File: src/rtl/vtg_pkg.sv
package vtg_pkg;
    localparam int LW = 24;
    localparam int SW = 16;

    typedef struct packed {
        logic [SW-1:0] hi;
        logic [SW-1:0] lo;
        logic [SW-1:0] lines;
        logic [LW-1:0] dly;
    } strobe_cfg_t;

    typedef struct packed {
        logic [LW-1:0] hi;
        logic [LW-1:0] lo;
        logic [LW-1:0] dly;
    } vert_cfg_t;

    typedef struct packed {
        vert_cfg_t   v;
        strobe_cfg_t h;
        strobe_cfg_t d;
    } timing_cfg_t;

    typedef enum logic [1:0] {MODE_OFF, MODE_LEAD, MODE_FRAME} mode_e;
    typedef enum logic [1:0] {ST_IDLE, ST_WAIT, ST_RUN, ST_DONE} unit_e;

    localparam int RST_LINE   = 2200;
    localparam int RST_LINES  = 1125;
    localparam timing_cfg_t RST_CFG = '{
        v: '{hi: LW'(5 * RST_LINE), lo: LW'(1120 * RST_LINE), dly: '0},
        h: '{hi: SW'(44), lo: SW'(RST_LINE - 44), lines: SW'(RST_LINES), dly: '0},
        d: '{hi: SW'(1920), lo: SW'(280), lines: SW'(1080),
             dly: LW'(41 * RST_LINE + 192)}
    };
endpackage

File: src/rtl/vtg_regs.sv
module vtg_regs
    import vtg_pkg::*;
#(
    parameter int ADDR_W = 6
) (
    input  logic              clk,
    input  logic              rst_n,
    input  logic              we,
    input  logic [ADDR_W-1:0] addr,
    input  logic [7:0]        wdata,
    output logic              en,
    output timing_cfg_t       cfg
);
    typedef struct packed {
        logic        en;
        timing_cfg_t cfg;
    } regs_t;

    regs_t r_d, r_q;

    always_comb begin
        r_d = r_q;
        if (we) begin
            case (addr)
                ADDR_W'(0):  r_d.en              = wdata[0];
                ADDR_W'(1):  r_d.cfg.h.hi[15:8]    = wdata;
                ADDR_W'(2):  r_d.cfg.h.hi[7:0]     = wdata;
                ADDR_W'(3):  r_d.cfg.h.lo[15:8]    = wdata;
                ADDR_W'(4):  r_d.cfg.h.lo[7:0]     = wdata;
                ADDR_W'(5):  r_d.cfg.h.lines[15:8] = wdata;
                ADDR_W'(6):  r_d.cfg.h.lines[7:0]  = wdata;
                ADDR_W'(7):  r_d.cfg.h.dly[23:16]  = wdata;
                ADDR_W'(8):  r_d.cfg.h.dly[15:8]   = wdata;
                ADDR_W'(9):  r_d.cfg.h.dly[7:0]    = wdata;
                ADDR_W'(10): r_d.cfg.d.hi[15:8]    = wdata;
                ADDR_W'(11): r_d.cfg.d.hi[7:0]     = wdata;
                ADDR_W'(12): r_d.cfg.d.lo[15:8]    = wdata;
                ADDR_W'(13): r_d.cfg.d.lo[7:0]     = wdata;
                ADDR_W'(14): r_d.cfg.d.lines[15:8] = wdata;
                ADDR_W'(15): r_d.cfg.d.lines[7:0]  = wdata;
                ADDR_W'(16): r_d.cfg.d.dly[23:16]  = wdata;
                ADDR_W'(17): r_d.cfg.d.dly[15:8]   = wdata;
                ADDR_W'(18): r_d.cfg.d.dly[7:0]    = wdata;
                ADDR_W'(19): r_d.cfg.v.hi[23:16]   = wdata;
                ADDR_W'(20): r_d.cfg.v.hi[15:8]    = wdata;
                ADDR_W'(21): r_d.cfg.v.hi[7:0]     = wdata;
                ADDR_W'(22): r_d.cfg.v.lo[23:16]   = wdata;
                ADDR_W'(23): r_d.cfg.v.lo[15:8]    = wdata;
                ADDR_W'(24): r_d.cfg.v.lo[7:0]     = wdata;
                ADDR_W'(25): r_d.cfg.v.dly[23:16]  = wdata;
                ADDR_W'(26): r_d.cfg.v.dly[15:8]   = wdata;
                ADDR_W'(27): r_d.cfg.v.dly[7:0]    = wdata;
                default: ;
            endcase
        end
    end

    always_ff @(posedge clk or negedge rst_n) begin
        if (!rst_n) begin
            r_q <= '{en: 1'b0, cfg: RST_CFG};
        end else begin
            r_q <= r_d;
        end
    end

    assign en  = r_q.en;
    assign cfg = r_q.cfg;
endmodule

File: src/rtl/vtg_strobe.sv
module vtg_strobe
    import vtg_pkg::*;
(
    input  logic          clk,
    input  logic          rst_n,
    input  logic          run_d,
    input  logic          start_d,
    input  strobe_cfg_t   cfg_nxt,
    input  logic [SW-1:0] hi_cur,
    output logic          strobe,
    output logic [SW-1:0] col,
    output logic [SW-1:0] row
);
    typedef struct packed {
        unit_e         st;
        logic [LW-1:0] cnt;
        logic [SW:0]   ph;
        logic [SW-1:0] ln;
    } ustate_t;

    ustate_t s_d, s_q;
    logic [SW:0] per_m1;
    unit_e       run_st;

    always_comb begin
        per_m1 = ({1'b0, cfg_nxt.hi} + {1'b0, cfg_nxt.lo}) - (SW+1)'(1);
        run_st = (cfg_nxt.lines == '0) ? ST_DONE : ST_RUN;
        s_d    = s_q;
        if (!run_d) begin
            s_d.st = ST_IDLE;
        end else if (start_d) begin
            s_d.cnt = '0;
            s_d.ph  = '0;
            s_d.ln  = '0;
            s_d.st  = (cfg_nxt.dly == '0) ? run_st : ST_WAIT;
        end else begin
            case (s_q.st)
                ST_WAIT: begin
                    if (s_q.cnt == cfg_nxt.dly - LW'(1)) begin
                        s_d.st = run_st;
                        s_d.ph = '0;
                        s_d.ln = '0;
                    end else begin
                        s_d.cnt = s_q.cnt + LW'(1);
                    end
                end
                ST_RUN: begin
                    if (s_q.ph == per_m1) begin
                        s_d.ph = '0;
                        if (s_q.ln == cfg_nxt.lines - SW'(1)) begin
                            s_d.st = ST_DONE;
                        end else begin
                            s_d.ln = s_q.ln + SW'(1);
                        end
                    end else begin
                        s_d.ph = s_q.ph + (SW+1)'(1);
                    end
                end
                default: ;
            endcase
        end
    end

    always_ff @(posedge clk or negedge rst_n) begin
        if (!rst_n) begin
            s_q <= '{st: ST_IDLE, default: '0};
        end else begin
            s_q <= s_d;
        end
    end

    assign strobe = (s_q.st == ST_RUN) && (s_q.ph < {1'b0, hi_cur});
    assign col    = s_q.ph[SW-1:0];
    assign row    = s_q.ln;
endmodule

File: src/rtl/video_timing_gen.sv
module video_timing_gen
    import vtg_pkg::*;
#(
    parameter int ADDR_W = 6
) (
    input  logic              clk,
    input  logic              rst_n,
    input  logic              cfg_we,
    input  logic [ADDR_W-1:0] cfg_addr,
    input  logic [7:0]        cfg_wdata,
    output logic              vsync,
    output logic              hsync,
    output logic              de,
    output logic [SW-1:0]     pix_x,
    output logic [SW-1:0]     line_y
);
    localparam int NUM_UNITS = 2;
    localparam int U_LINE    = 0;
    localparam int U_ACT     = 1;

    typedef struct packed {
        mode_e       mode;
        logic [LW:0] t;
        timing_cfg_t shadow;
    } frame_t;

    logic        gen_en;
    timing_cfg_t reg_cfg;
    frame_t      f_d, f_q;
    logic        start_d;
    logic        run_d;
    logic [LW:0] period_m1;
    logic [LW:0] lead_m1;

    vtg_regs #(.ADDR_W(ADDR_W)) u_regs (
        .clk   (clk),
        .rst_n (rst_n),
        .we    (cfg_we),
        .addr  (cfg_addr),
        .wdata (cfg_wdata),
        .en    (gen_en),
        .cfg   (reg_cfg)
    );

    always_comb begin
        period_m1 = ({1'b0, f_q.shadow.v.hi} + {1'b0, f_q.shadow.v.lo}) - (LW+1)'(1);
        lead_m1   = {1'b0, f_q.shadow.v.dly} - (LW+1)'(1);
        f_d       = f_q;
        start_d   = 1'b0;
        if (!gen_en) begin
            f_d.mode = MODE_OFF;
            f_d.t    = '0;
        end else begin
            case (f_q.mode)
                MODE_OFF: begin
                    f_d.shadow = reg_cfg;
                    f_d.t      = '0;
                    if (reg_cfg.v.dly == '0) begin
                        f_d.mode = MODE_FRAME;
                        start_d  = 1'b1;
                    end else begin
                        f_d.mode = MODE_LEAD;
                    end
                end
                MODE_LEAD: begin
                    if (f_q.t == lead_m1) begin
                        f_d.mode   = MODE_FRAME;
                        f_d.t      = '0;
                        f_d.shadow = reg_cfg;
                        start_d    = 1'b1;
                    end else begin
                        f_d.t = f_q.t + (LW+1)'(1);
                    end
                end
                MODE_FRAME: begin
                    if (f_q.t == period_m1) begin
                        f_d.t      = '0;
                        f_d.shadow = reg_cfg;
                        start_d    = 1'b1;
                    end else begin
                        f_d.t = f_q.t + (LW+1)'(1);
                    end
                end
                default: f_d.mode = MODE_OFF;
            endcase
        end
        run_d = (f_d.mode == MODE_FRAME);
    end

    always_ff @(posedge clk or negedge rst_n) begin
        if (!rst_n) begin
            f_q <= '{mode: MODE_OFF, t: '0, shadow: RST_CFG};
        end else begin
            f_q <= f_d;
        end
    end

    strobe_cfg_t   u_nxt [NUM_UNITS];
    logic [SW-1:0] u_hi  [NUM_UNITS];
    logic          u_str [NUM_UNITS];
    logic [SW-1:0] u_col [NUM_UNITS];
    logic [SW-1:0] u_row [NUM_UNITS];

    assign u_nxt[U_LINE] = f_d.shadow.h;
    assign u_nxt[U_ACT]  = f_d.shadow.d;
    assign u_hi[U_LINE]  = f_q.shadow.h.hi;
    assign u_hi[U_ACT]   = f_q.shadow.d.hi;

    for (genvar g = 0; g < NUM_UNITS; g++) begin : g_unit
        vtg_strobe u_strobe (
            .clk     (clk),
            .rst_n   (rst_n),
            .run_d   (run_d),
            .start_d (start_d),
            .cfg_nxt (u_nxt[g]),
            .hi_cur  (u_hi[g]),
            .strobe  (u_str[g]),
            .col     (u_col[g]),
            .row     (u_row[g])
        );
    end

    assign vsync  = gen_en && (f_q.mode == MODE_FRAME) && (f_q.t < {1'b0, f_q.shadow.v.hi});
    assign hsync  = gen_en && u_str[U_LINE];
    assign de     = gen_en && u_str[U_ACT];
    assign pix_x  = u_col[U_ACT];
    assign line_y = u_row[U_ACT];
endmodule

File: config.mk
export PLATFORM = sky130hd
export DESIGN_NAME = video_timing_gen
export DESIGN_NICKNAME = d
export VERILOG_FILES = /design/src/rtl/vtg_pkg.sv /design/src/rtl/vtg_regs.sv /design/src/rtl/vtg_strobe.sv /design/src/rtl/video_timing_gen.sv
export SDC_FILE = /design/constraint.sdc
export NUM_CORES = 1
export LEC_CHECK = 0
export BUFFER_PORTS_ARGS = -buffer_cell sky130_fd_sc_hd__buf_2
export CORE_UTILIZATION = 45
export CTS_BUF_LIST = sky130_fd_sc_hd__clkbuf_8
export DETAILED_ROUTE_END_ITERATION = 8
export SETUP_SLACK_MARGIN = 0.1
export SYNTH_ARGS = -nofsm -noshare
export SYNTH_HDL_FRONTEND = slang
export SYNTH_SLANG_ARGS = --single-unit
File: constraint.sdc
create_clock -name clk -period 11.4 [get_ports clk]
set_input_delay 2.28 -clock clk [delete_from_list [all_inputs] [get_ports clk]]
set_output_delay 2.28 -clock clk [all_outputs]
set_load 0.01 [all_outputs]
# Yosys cells after proc, flatten, opt, wreduce, memory -nomap -nowiden

Cells that the tools add are included.
Widths: inputs -> output; s select.

Add/subtract/negate cells: 18
$lt $le $gt $ge: 3
Eq/ne operators: 61
Mux-type cells: 45
Reductions and logical operators: 55

Operators with widths:

| operator              | count |
|---|---|
| $pmux 241 s3          | 1 |
| $mux 216              | 2 |
| $mux 144              | 1 |
| $pmux 33 s2           | 2 |
| $mux 59               | 2 |
| $mux 24               | 4 |
| $eq 6x5->1 const B    | 12 |
| $logic_not 24->1      | 3 |
| $mux 33               | 2 |
| $mux 16               | 4 |
| $reduce_and 2->1      | 28 |
| $eq 25x25->1          | 2 |
| $mux 25               | 2 |
| $add 24x1->24 const B | 2 |
| $eq 24x24->1          | 2 |
| $eq 6x4->1 const B    | 8 |
| $sub 24x1->24 const B | 2 |
| $add 16x16->17        | 2 |
| $add 17x1->17 const B | 2 |
| $eq 17x17->1          | 2 |
| $lt 17x16->1          | 2 |
| $mux 17               | 2 |
| $sub 17x1->17 const B | 2 |
| $add 16x1->16 const B | 2 |
| 35 further kinds      | 89 |

Bits in registers: 578
Bits of input ports: 17
Output and inout bits: 35
Word-level logic and storage cells: 231

# Depth between registers and ports, before layout

Gate-level depths: netlist of run 1.

Depth in word-level cells: 13
Gate-level depth with buffers: 48
Depth with buffers taken out: 40

# By module

From an unflattened synthesis of run 1, not the netlist that was laid out.

Cells, all modules: 3620
Area, all modules: 36324.8 sq um

By module, submodules not included:

| module                          | instances | cells each | area an instance (sq um) | sequential area each (sq um) |
|---|---|---|---|---|
| video_timing_gen                | 1         | 1234       | 13611.8                  | 6137.1 |
| vtg_regs                        | 1         | 506        | 8398.1                   | 5486.5 |
| vtg_strobe (g_unit[0].u_strobe) | 1         | 965        | 7275.7                   | 1476.4 |
| vtg_strobe (g_unit[1].u_strobe) | 1         | 915        | 7039.3                   | 1476.4 |

# Worst setup path before layout of run 1

No wires, ideal clock.

Kind: register to register
Start point: register f_q[193] (netlist name)
End point: register g_unit[1].u_strobe.s_q (netlist bit g_unit[1].u_strobe.row[15])
Setup time: 78 ps
Data arrival time: 9322 ps
Data required time: 11322 ps
Path slack: 2001 ps
Stages on the path, launching flop included: 46
Path buffers: 8
Period minus slack after synthesis: 9399 ps
Path through: dfrtp_1 > inv_1 > ha_1 > inv_1 > ha_1 > inv_1 > fa_1 > nand3b_1 > a21oi_1 > o2111a_1 > o31a_1 > a22oi_1 > or4_1 > a2111oi_1 > a31o_2 > buf_4 > buf_4 > buf_4 > [10 not listed] > a21o_1 > a21o_1 > a21o_1 > a21o_1 > a21oi_1 > o21bai_1 > a21o_1 > a21oi_1 > o21ai_0 > a31o_2 > or4_1 > nand3_1 > nand4_1 > nand2_1 > o21ai_1 > or3_1 > or3_1 > a21oi_1

Longest elaborated chain between the ends: 11
Elaborated cells on any way between the ends: 22
Classes of those cells: 6 x add/sub; 7 x eq/ne; 7 x mux; 2 x reduce/logical

Ends and longest elaborated chain:

| item                              | line                   | text |
|---|---|---|
| start, declared                   | video_timing_gen.sv:29 | `frame_t f_d, f_q;` |
| start signal, assigned            | video_timing_gen.sv:92 | `f_q <= '{mode: MODE_OFF, t: '0, shadow: RST_CFG};` |
| $add 24x24->25 *                  | video_timing_gen.sv:46 | `period_m1 = ({1'b0, f_q.shadow.v.hi} + {1'b0, f_q.shadow.v.lo}) - (LW+1)'(1);` |
| $sub 25x1->25 *                   | video_timing_gen.sv:46 |  |
| $eq 25x25->1 *                    | video_timing_gen.sv:76 | `if (f_q.t == period_m1) begin` |
| $mux 216                          | video_timing_gen.sv:76 |  |
| $pmux 241 s3                      | video_timing_gen.sv:54 | `case (f_q.mode)` |
| $mux 144                          | video_timing_gen.sv:50 | `if (!gen_en) begin` |
| $add 16x16->17                    | vtg_strobe.sv:26       | `per_m1 = ({1'b0, cfg_nxt.hi} + {1'b0, cfg_nxt.lo}) - (SW+1)'(1);` |
| $sub 17x1->17                     | vtg_strobe.sv:26       |  |
| $eq 17x17->1                      | vtg_strobe.sv:48       | `if (s_q.ph == per_m1) begin` |
| $ne 3x2->1 (no source line)       | --                     |  |
| $reduce_and 5->1 (no source line) | --                     |  |
| end signal, assigned              | vtg_strobe.sv:66       | `s_q <= '{st: ST_IDLE, default: '0};` |
| end signal, assigned              | vtg_strobe.sv:68       | `s_q <= s_d;` |
| end, declared                     | vtg_strobe.sv:21       | `ustate_t s_d, s_q;` |

Every way passes the cells marked *; elsewhere a longest branch is shown, timed or not. The select of a mux whose other input is x is not followed.
A chain may end at the register's enable or synchronous reset.

# Worst setup path after layout of run 1

Ends and elaborated chain as after synthesis.

==> impl_metrics.tcl, run 1 <==
set metrics [dict create \
    cts_tree "built" \
    gr-total-overflow 0 \
    drc 0 \
    clkTransAtPathRegs_ns 0.06 \
    p_leak_nw 18.44 \
    min_period_over_period 0.8638 \
    async_reset_ff_frac 1.000 \
    layout.cells.non_filler 4855 \
    core_um2 77720 \
    area_growth_pct 9.475 \
    status "finished, final reports clean" \
    fp.dieW_um 282.6 \
    cp-startpoint "f_q[193]" \
    root_buffer "clkbuf_8" \
    cp_common_cell "a21o_1" \
    grt_util_all_layers 0.2557 \
    postCtsHoldBufs 0 \
    ys_seq_area_frac 0.4114 \
    die_y_um 282.6 \
    clockBufferDepth 3 \
    postRouteAntennaNets 0 \
    slew_headroom 0.1631 \
    io_buffers 51 \
    synth-edff-count 0 \
    start_util 0.4559 \
    fill_cells 7259 \
    place_ws_ns 1.734 \
    hp-start "u_regs.cfg[182]" \
    grt_pass1_wl_um 159500 \
    tns_ns 0 \
    htree_levels 3 \
    post-route-min-period_ns 9.847 \
    synth_nets 3932 \
    crit_path_end_kind "register" \
    cp.required_ns 12.05 \
    synth_cell_types 98 \
    ys_seq_elements 578 \
    p_per_area_nw_per_um2 238.0 \
    io_pins 52 \
    yosysMostFrequentCell "dfrtp_1" \
    rsz0062_at_grt "false" \
    setup_slack_ns 1.553 \
    finalNetCount 3930 \
    via_per_inst 5.816 \
    finalSetupViolCount 0 \
    netlist_area_um2 35430 \
    critPathMaxStageDelay_ns 0.80 \
    synth_area_leaders "dfrtp_1, mux2_2, dfstp_2" \
    placed_cells 4660 \
    tightest_slew_ns 1.251 \
    cts_buffers 102 \
    synth.avg_cell_area_um2 9.509 \
    drt_iter0_drc 2099 \
    vias 28240 \
    syn-instance-count 3726 \
    post-dp-hpwl_um 69400 \
    final_layout_size_suffix_gt1_frac 0.1634 \
    drv_cap 0 \
    crit_type "register to register" \
    cts_setup_buffers 0 \
    gp_congestion 0.9181 \
    rows 102 \
    synthTopCellsByCount "dfrtp_1, o21ai_0, inv_1" \
    post-synth-top-area-cell "dfrtp_1" \
    dr.pass1.iters 6 \
    routedWlPerCell_um 20.82 \
    worst_r2r_startpoint "f_q[193]" \
    drt-total-wl_um 101100 \
    numClockSinks 578 \
    crit_fanout 27 \
    grt_pass1_vias 27190 \
    timing.final.hold_violations 0 \
    synth-main-ff-cell "dfrtp_1" \
    ir_worst_vdd_uv 99.19 \
    yosys_warnings 0 \
    cp-start-kind "register" \
    critPathSlowestCell "a2111oi_1" \
    antenna_found_initial 6 \
    synth_top_area_frac 0.3447 \
    hold_class "register to register" \
    clkLatencyLatePin_ns 0.74 \
    fin_worst_skew_ns 0.04536 \
    design.die.area_um2 79860 \
    cts_resized 0 \
    cp.arrival_ns 10.50 \
    maxSlewViolCount 0 \
    fmax_mhz 101.6 \
    grt_max_degree 144 \
    rrSetupSlack_ns 1.55 \
]
[per-layer routing]
| metal | global-route usage | up-vias | part of all wire |
|---|---|---|---|
| met3 | 0.04824 | 175 | 0.062 |
| li1 | - | 13290 | - |
| met4 | 0.07193 | 0 | 0.025 |
| met2 | 0.3999 | 800 | 0.45 |
| met5 | 0 | - | 0 |
| met1 | 0.3598 | 13980 | 0.47 |
[worst paths after layout]
kind / depth (start not counted) / to
setup / recovery: 38 / g_unit[1].u_strobe.row[15]
hold / removal: 2 / f_q[182]
setup reg to reg: 38 / g_unit[1].u_strobe.row[15]
hold reg to reg: 2 / f_q[182]
max in group asynchronous: 3 / f_q[143]
min in group asynchronous: 1 / u_regs.cfg[192]
[kinds of logic after synthesis]
group / count (synthesis) / synth area share
DFF: 578 / 0.4114
AOI/OAI and AO/OA: 931 / 0.1747
buffers and inverters: 523 / 0.06088
muxes: 242 / 0.07617
and+or+nand+nor: 1059 / 0.1558
adders and majority gates: 189 / 0.06738
xor gates and xnor gates: 204 / 0.05368
[registers in the layout, summed over array words and instances (netlist names)]
signal,flops
u_regs.en,1
g_unit.u_strobe.row,32
u_regs.cfg,216
g_unit.u_strobe.col,32
g_unit.u_strobe.s_q,54
f_q,243
[layout by cell type, fill, tap and decap left out, drive strengths merged, types with 60 or more instances in the layout]
cell type / instances
buf: 96
o21ai: 326
clkbuf: 135
nand3: 79
mux2: 221
nand2: 297
inv: 350
dfstp: 90
xor2: 84
nand2b: 60
a22o: 81
a21oi: 129
nor2: 170
and3: 120
dfrtp: 488
xnor2: 112
a21o: 73
ha: 186
[through the flow]
| stage | utilization | hold slack (ns) | power, W | instance area [µm²] |
|---|---|---|---|---|
| 2_1_floorplan | - | 0.4444 | 0.006061 | 35430 |
| 3_3_place_gp | 0.4695 | 0.4575 | 0.007072 | 36490 |
| 3_5_place_dp | 0.4695 | 0.4669 | 0.007066 | 36490 |
| 4_1_cts | 0.4990 | 0.4808 | 0.009244 | 38780 |
| 5_1_grt | 0.4990 | 0.4872 | 0.009952 | 38780 |
| 6_report | 0.4991 | 0.4759 | 0.009230 | 38790 |
[final cells by class]
class	count	area, µm²	share of cell area
Sequential cell	578	14580	0.3758
Clock inverter	58	436.7	0.01126
Tap cell	1040	1301	0.03355
Inverter	321	1205	0.03106
Clock buffer	135	1858	0.04790
Timing Repair Buffer	96	640.6	0.01652
Multi-Input combinational cell	2625	18760	0.4838
Antenna cell	2	5.005	0.0001290
[power by group]
part           internal (W)  switching [W]
registers           0.00243       0.000226
clock network       0.00120       0.000928
logic               0.00192        0.00253
[worst max-delay path, delay by kind of cell, from the launching register on]
kind | cells | cell delay [ns]
AOI/OAI and AO/OA | 17 | 4.11
and+or+nand+nor | 11 | 3.43
adders and majority gates | 5 | 1.39
buffers and inverters | 5 | 0.47
DFF | 1 | 0.36
Note: power is estimated with default switching activity, not from simulation.
==> inputs of run 2 (changes only) <==
--- a/config.mk
+++ b/config.mk
@@ -6,10 +6,14 @@
 export NUM_CORES = 1
 export LEC_CHECK = 0
 export BUFFER_PORTS_ARGS = -buffer_cell sky130_fd_sc_hd__buf_2
+export CELL_PAD_IN_SITES_DETAIL_PLACEMENT = 1
+export CELL_PAD_IN_SITES_GLOBAL_PLACEMENT = 1
 export CORE_UTILIZATION = 45
 export CTS_BUF_LIST = sky130_fd_sc_hd__clkbuf_8
 export DETAILED_ROUTE_END_ITERATION = 8
+export PLACE_DENSITY_LB_ADDON = 0.1
 export SETUP_SLACK_MARGIN = 0.1
 export SYNTH_ARGS = -nofsm -noshare
 export SYNTH_HDL_FRONTEND = slang
 export SYNTH_SLANG_ARGS = --single-unit
+export TNS_END_PERCENT = 50
==> impl_metrics.tcl, run 2 (synthesized netlist as in run 1, its figures left out) <==
set metrics [dict create \
    start_util 0.4559 \
    cts_setup_buffers 0 \
    p_leak_nw 18.41 \
    ir_worst_vdd_uv 131.8 \
    multi_input_area_um2 18770 \
    gp_congestion 0.9042 \
    hold_class "register to register" \
    drt_iter0_drc 1936 \
    final_common_cell "dfrtp_1" \
    cp-start-kind "register" \
    timing.final.hold_violations 0 \
    fp.dieW_um 282.6 \
    drc 0 \
    p_per_area_nw_per_um2 241.0 \
    postCtsHoldBufs 0 \
    fmax_mhz 98.29 \
    area_growth_pct 9.129 \
    final-seq-area_um2 14580 \
    fin_worst_skew_ns 0.03685 \
    crit_path_end_kind "register" \
    post-route-min-period_ns 10.17 \
    use_met2 0.4701 \
    slew_headroom 0.1569 \
    routedWlPerCell_um 23.62 \
    fill_cells 8797 \
    met1_usage 0.4067 \
    io_buffers 51 \
    grt_pass1_vias 30760 \
    largest_register_ffs 243 \
    busiest_layer "met2" \
    finalSetupViolCount 0 \
    clkTransAtPathRegs_ns 0.06 \
    crit_type "register to register" \
    rsz0062_at_grt "false" \
    post_dp_cell_area_um2 36470 \
    grt_max_degree 171 \
    finalNetCount 3929 \
    core_um2 77720 \
    final_cell_mix "dfrtp_1, inv_1, o21ai_0" \
    clkLatencyLatePin_ns 0.73 \
    rows 102 \
    cts_buffers 104 \
    maxSlewViolCount 0 \
    critPathMaxStageDelay_ns 0.78 \
    place_ws_ns 1.305 \
    largest_register "f_q" \
    die_y_um 282.6 \
    cp.arrival_ns 10.81 \
    gr-total-overflow 0 \
    antenna_found_initial 6 \
    grt_pass1_wl_um 180600 \
    cp.required_ns 12.04 \
    tns_ns 0 \
    io_pins 52 \
    cts_resized 0 \
    layout.cells.non_filler 4854 \
    final_layout_size_suffix_gt1_frac 0.1611 \
    numClockSinks 578 \
    drt-total-wl_um 114700 \
    final_area_um2 38660 \
    dr.pass1.iters 7 \
    placed_cells 4657 \
    drv_cap 0 \
    final_util 0.4975 \
    min_period_over_period 0.8925 \
    design.die.area_um2 79860 \
    setup_slack_ns 1.226 \
    via_per_inst 5.998 \
    cts_tree "built" \
    crit_fanout 62 \
    grt_util_all_layers 0.2915 \
    critPathSlowestCell "a2111oi_1" \
    tightest_slew_ns 1.260 \
    vias 29120 \
    status "finished, final reports clean" \
    postRouteAntennaNets 0 \
    clockBufferDepth 3 \
    post-dp-hpwl_um 79140 \
    grt_use_met3 0.03477 \
    htree_levels 3 \
    root_buffer "clkbuf_8" \
]
==> run 2: changes by cell type in the layout (fill, tap and decap cells not counted), sizes merged <==
cell / before / now
diode: 2 / 3
inv: 350 / 359
buf: 96 / 93
bufinv: 6 / 3
clkinvlp: 1 / 0
clkinv: 22 / 20
clkbuf: 135 / 133
==> run 2: cell type report <==
class                      instances  share of cell area
inverter                         321             0.03116
multi-input combinational       2625              0.4854
timing repair buffer              93             0.01599
clock inverter                    61            0.009223
antenna                            3           0.0001942
tap                             1040             0.03365
clock buffer                     133             0.04734
sequential                       578              0.3770
==> run 2: power breakdown <==
part	switching [W]	leakage [nW]	total (W)	internal [W]
registers	0.000234	7.55	0.00266	0.00243
clock network	0.000935	1.28	0.00205	0.00112
logic	0.00268	9.58	0.00460	0.00192
==> run 2: through the flow <==
stage	power (W)	hold WS, ns
after detailed placement	0.007241	0.4722
after global placement	0.007094	0.4558
after floorplan	0.006061	0.4444
after CTS	0.009354	0.4877
after global routing	0.01000	0.5038
final	0.009316	0.4789
==> run 2: routing by layer <==
metal | wire, µm | share of wire
met4 | 3161 | 0.028
met5 | 0 | 0
met1 | 52770 | 0.46
met2 | 53190 | 0.46
met3 | 5549 | 0.048
==> run 2: worst max-delay path, delay by kind of cell, from the launching register on <==
kind / cells / cell delay, ns
adder cells (fa/ha/maj): 5 / 1.48
XOR/XNOR: 1 / 0.09
flip-flops: 1 / 0.36
AO/OA/AOI/OAI: 20 / 5.26
buffers and inverters: 6 / 0.64
AND/OR/NAND/NOR: 7 / 2.20
==> run 2: path summary, 6_finish.rpt <==
kind / start / end / slack [ns] / depth (start not counted)
setup / recovery: f_q[193] / g_unit[0].u_strobe.row[4] / 1.23 / 39
hold / removal: u_regs.cfg[191] / f_q[191] / 0.48 / 2
setup reg to reg: f_q[193] / g_unit[0].u_strobe.row[4] / 1.23 / 39
hold reg to reg: u_regs.cfg[191] / f_q[191] / 0.48 / 2
max in group asynchronous: rst_n / f_q[185] / 8.32 / 2
min in group asynchronous: rst_n / f_q[171] / 1.59 / 1
